--- config.mk ---
export PLATFORM = sky130hd
export DESIGN_NAME = wr_guard
export DESIGN_NICKNAME = d
export VERILOG_FILES = /design/src/rtl/wr_guard.sv
export SDC_FILE = /design/constraint.sdc
export NUM_CORES = 1
export LEC_CHECK = 0
export CAP_MARGIN = 20
export CELL_PAD_IN_SITES_DETAIL_PLACEMENT = 1
export CELL_PAD_IN_SITES_GLOBAL_PLACEMENT = 1
export CORE_AREA = 2 2 47 49
export CTS_BUF_LIST = sky130_fd_sc_hd__clkbuf_16
export CTS_CLUSTER_SIZE = 14
export DETAILED_ROUTE_END_ITERATION = 8
export DIE_AREA = 0 0 49 51
export PLACE_DENSITY_LB_ADDON = 0.1
export SYNTH_ARGS = -nofsm -noshare
export SYNTH_HDL_FRONTEND = slang
export SYNTH_SLANG_ARGS = --single-unit
--- constraint.sdc ---
create_clock -name clk -period 1.7 [get_ports clk]
set_clock_uncertainty 0.2 [all_clocks]
set_input_delay 0.425 -clock clk [delete_from_list [all_inputs] [get_ports clk]]
set_output_delay 0.425 -clock clk [all_outputs]
set_load 0.02 [all_outputs]
--- src/rtl/wr_guard.sv ---
module wr_guard #(
  parameter int ADDR_W = 16,
  parameter int DATA_W = 8,
  parameter logic [ADDR_W-1:0] REG_EN_ADDR   = 16'h0020,
  parameter logic [ADDR_W-1:0] REG_PROT_ADDR = 16'h0021,
  parameter logic [ADDR_W-1:0] MEM_EN_ADDR   = 16'h0030,
  parameter logic [ADDR_W-1:0] MEM_PROT_ADDR = 16'h0031,
  parameter logic [ADDR_W-1:0] REG_TOP       = 16'h0F7F
) (
  input  logic              clk,
  input  logic              rst_n,
  input  logic              frame_start,
  input  logic              frame_end,
  input  logic              wr_req,
  input  logic [ADDR_W-1:0] wr_addr,
  input  logic [DATA_W-1:0] wr_data,
  output logic              wr_commit
);

  logic reg_prot, mem_prot, reg_en, mem_en;
  logic reg_en_eff, mem_en_eff;
  logic hit_reg_en, hit_mem_en, exempt, in_reg;
  logic reg_ok, mem_ok;

  assign hit_reg_en = wr_req && (wr_addr == REG_EN_ADDR);
  assign hit_mem_en = wr_req && (wr_addr == MEM_EN_ADDR);
  assign exempt     = (wr_addr == REG_EN_ADDR) || (wr_addr == MEM_EN_ADDR);
  assign in_reg     = (wr_addr <= REG_TOP);

  assign reg_en_eff = reg_en & ~frame_start;
  assign mem_en_eff = mem_en & ~frame_start;

  assign reg_ok    = !reg_prot || !in_reg || reg_en_eff;
  assign mem_ok    = !mem_prot || mem_en_eff;
  assign wr_commit = wr_req && (exempt || (reg_ok && mem_ok));

  always_ff @(posedge clk) begin
    if (!rst_n) begin
      reg_en <= 1'b0;
      mem_en <= 1'b0;
    end else begin
      if (frame_end)        reg_en <= 1'b0;
      else if (hit_reg_en)  reg_en <= wr_data[0];
      else if (frame_start) reg_en <= 1'b0;

      if (frame_end)        mem_en <= 1'b0;
      else if (hit_mem_en)  mem_en <= wr_data[0];
      else if (frame_start) mem_en <= 1'b0;
    end
  end

  always_ff @(posedge clk) begin
    if (!rst_n) begin
      reg_prot <= 1'b0;
      mem_prot <= 1'b0;
    end else if (wr_commit) begin
      if (wr_addr == REG_PROT_ADDR) reg_prot <= wr_data[0];
      if (wr_addr == MEM_PROT_ADDR) mem_prot <= wr_data[0];
    end
  end

endmodule


==> run_results.csv <==
group,metric,value,unit
status,status,"finished, violations left",
status,violations,"setup timing",
global_routing,grt_pass1_vias,388,
power,p_sw,93.6,uW
timing,slew_viol_final,0,
power,intPower,443,uW
global_routing,grt_overflow,0,
timing,period_minus_slack,2.06,ns
timing,finalHoldViolCount,0,
timing,rsz0062_at_grt,"true",
cts,cts_buffer_depth,2,
placed_design,gp_congestion,0.654,
cts,clkTransAtPathRegs,0.03,ns
global_routing,antenna_found_initial,0,
route,drt_wl_total,1080,um
power,switching_share,17.5,%
placed_design,io_buffers,22,
logic_synthesis,synth_warnings,0,
logic_synthesis,syn_inst,35,
placed_design,dpl.hpwl,878,um
timing,setup_violations,2,
placed_design,place_ws,-1.17,ns
logic_synthesis,synth_flop_cell,"dfxtp_1",
route,drt_iter0_drc,1,
route,drc,0,
die,die_h,51,um
global_routing,grt_use_total,10.2,%
timing,slew_headroom,82.4,%
layout,diodes,0,
die,die_x,49,um
timing,fmax,485,MHz
cts,cts_sinks,4,
timing,tightestPinTransition,0.263,ns
layout,post_route_cells_drive_above_1_share,41.2,%
die,num_rows,17,
layout,areaGrowthSynthToFinish,140,%
worst_setup_path,path_class,"in -> out",
power,p_leak,0.000312,uW
cts,cts_tree,"built",
logic_synthesis,synthesis.area,299,um2
power,p_seq_share,17.6,%
logic_synthesis,ys_seq_elements,4,
die,core_area,2060,um2
power,p_comb_share,14.0,%
cts,ctsHtreeMaxLevel,1,
power,ir_drop,0.000501,V
route,first_pass_iters,2,
layout,fillers,248,
power,power_density,747,nW/um2
logic_synthesis,yosysSeqAreaShare,26.8,%
cts,ctsHoldBuffers,0,
timing,fin_setup_tns,-0.400,ns
route,ant_nets,0,
cts,cts_root_buffer,"clkbuf_16",
timing,setup_ws,-0.360,ns
power,p_clk_share,68.4,%
worst_hold_path,worstHoldPathType,"reg -> reg",
logic_synthesis,yosysUniqueCellTypes,20,
global_routing,grt_max_degree,5,
route,wl_per_cell,11.3,um
global_routing,grt_pass1_wl,1780,um
cts,clkLatencyLatePin,0.23,ns
cts,cts_inserted_buffers,3,
die,start_util,14.5,%
logic_synthesis,async_flop_share,0,%
die,dieArea,2500,um2
die,ios,30,
run,maxCapViolations,0,
timing,min_period_over_period,121,%
logic_synthesis,synth-edff-count,0,
power,design_power_total,537,uW
route,viasPerCell,4.25,
worst_setup_path,worstSetupStartpointType,"input port",
worst_setup_path,end_kind,"output pin",
logic_synthesis,synth_area_per_cell,8.54,um2
placed_design,place_inst,92,
worst_setup_path,cp.arrival,1.44,ns
worst_setup_path,critPathMaxFanout,2,
worst_setup_path,critPathRequiredTime,1.07,ns
logic_synthesis,synth_nets,64,
layout,final_cells,96,
route,vias,408,
layout,nets,99,
[logic make-up after synthesis]
kind of cell / synth area share, %
AO/OA/AOI/OAI: 7.11
buffers and inverters: 2.51
flip-flops: 26.8
multiplexers: 13.4
AND/OR/NAND/NOR: 50.2
[per-layer routing]
| metal | share of wire [%] | wire length, um | track usage [%] | vias up |
|---|---|---|---|---|
| met5 | 0 | 0 | 0 | - |
| met4 | 3.0 | 32 | 7.14 | 0 |
| met3 | 12 | 129 | 7.60 | 5 |
| met2 | 46 | 497 | 16.4 | 23 |
| met1 | 39 | 420 | 8.73 | 177 |
| li1 | - | - | - | 203 |
[path summary, 6_finish.rpt]
kind / from / to / slack, ns / cells after the start
setup reg to reg: reg_en$_SDFFE_PP0P_ / mem_prot$_SDFFE_PN0P_ / 0.45 / 5
hold / removal: reg_prot$_SDFFE_PN0P_ / reg_prot$_SDFFE_PN0P_ / 0.29 / 2
hold reg to reg: reg_prot$_SDFFE_PN0P_ / reg_prot$_SDFFE_PN0P_ / 0.29 / 2
setup / recovery: wr_addr[8] / wr_commit / -0.36 / 6
[synth_stat cells, types with 2 or more instances]
cell type / instances / share of area (%)
nand2_1: 5 / 6.3
nand4_1: 3 / 6.3
nand2b_1: 2 / 4.2
mux2i_1: 4 / 13
dfxtp_1: 4 / 27
inv_1: 2 / 2.5
nor2b_1: 2 / 4.2
[cells in the final DEF, fill, tap and decap left out, types with 2 or more instances in the layout]
master and n:
clkbuf_16 3, dfxtp_1 4, inv_1 2, clkdlybuf4s15_1 2
buf_6 5, mux2i_1 4, dlygate4sd2_1 5, clkbuf_2 2
clkdlybuf4s50_1 6, nand4_1 3, buf_2 3, nand2_1 5
buf_4 6
[registers in the layout, indices dropped and copies added, names as in the netlist]
register,cells
reg_prot,1
reg_en,1
mem_en,1
mem_prot,1
[power groups by stage]
stage / combinational [uW] / sequential [uW] / clock (uW)
after floorplan: 14.9 / 95.8 / 0
after CTS: 76.5 / 94.5 / 377
after detailed placement: 81.0 / 95.8 / 0
final: 74.9 / 94.6 / 367
after global routing: 80.0 / 94.5 / 387
after global placement: 81.1 / 95.8 / 0
[repair_timing]
action | CTS | global route
gates resized for setup | 49 | 3
buffers inserted | 0 | 1
pin swaps | 8 | 6
setup endpoints to repair | 5 | 2
[metrics by stage]
stage / hold WS (ns) / instance area (um2) / util (%)
6_report: 0.287 / 718 / 34.8
5_1_grt: 0.318 / 718 / 34.8
4_1_cts: 0.297 / 717 / 34.7
3_5_place_dp: 0.280 / 626 / 30.3
3_3_place_gp: 0.268 / 626 / 30.3
2_1_floorplan: 0.235 / 318 / -
[critical path: stages]
cell and delay, ns:
clkdlybuf4s15_2 0.19, nor4_2 0.24, and4_4 0.27, a22oi_2 0.07
nor2b_4 0.12, buf_6 0.12
[area by class of cell]
class,instances,area (um2),share of cell area [%]
Multi-Input combinational cell,29,259,36.1
Inverter,2,7.51,1.05
Clock buffer,3,75.1,10.5
Timing Repair Buffer,30,262,36.4
Tap cell,28,35.0,4.88
Sequential cell,4,80.1,11.1
(Power assumes the default switching activity.)
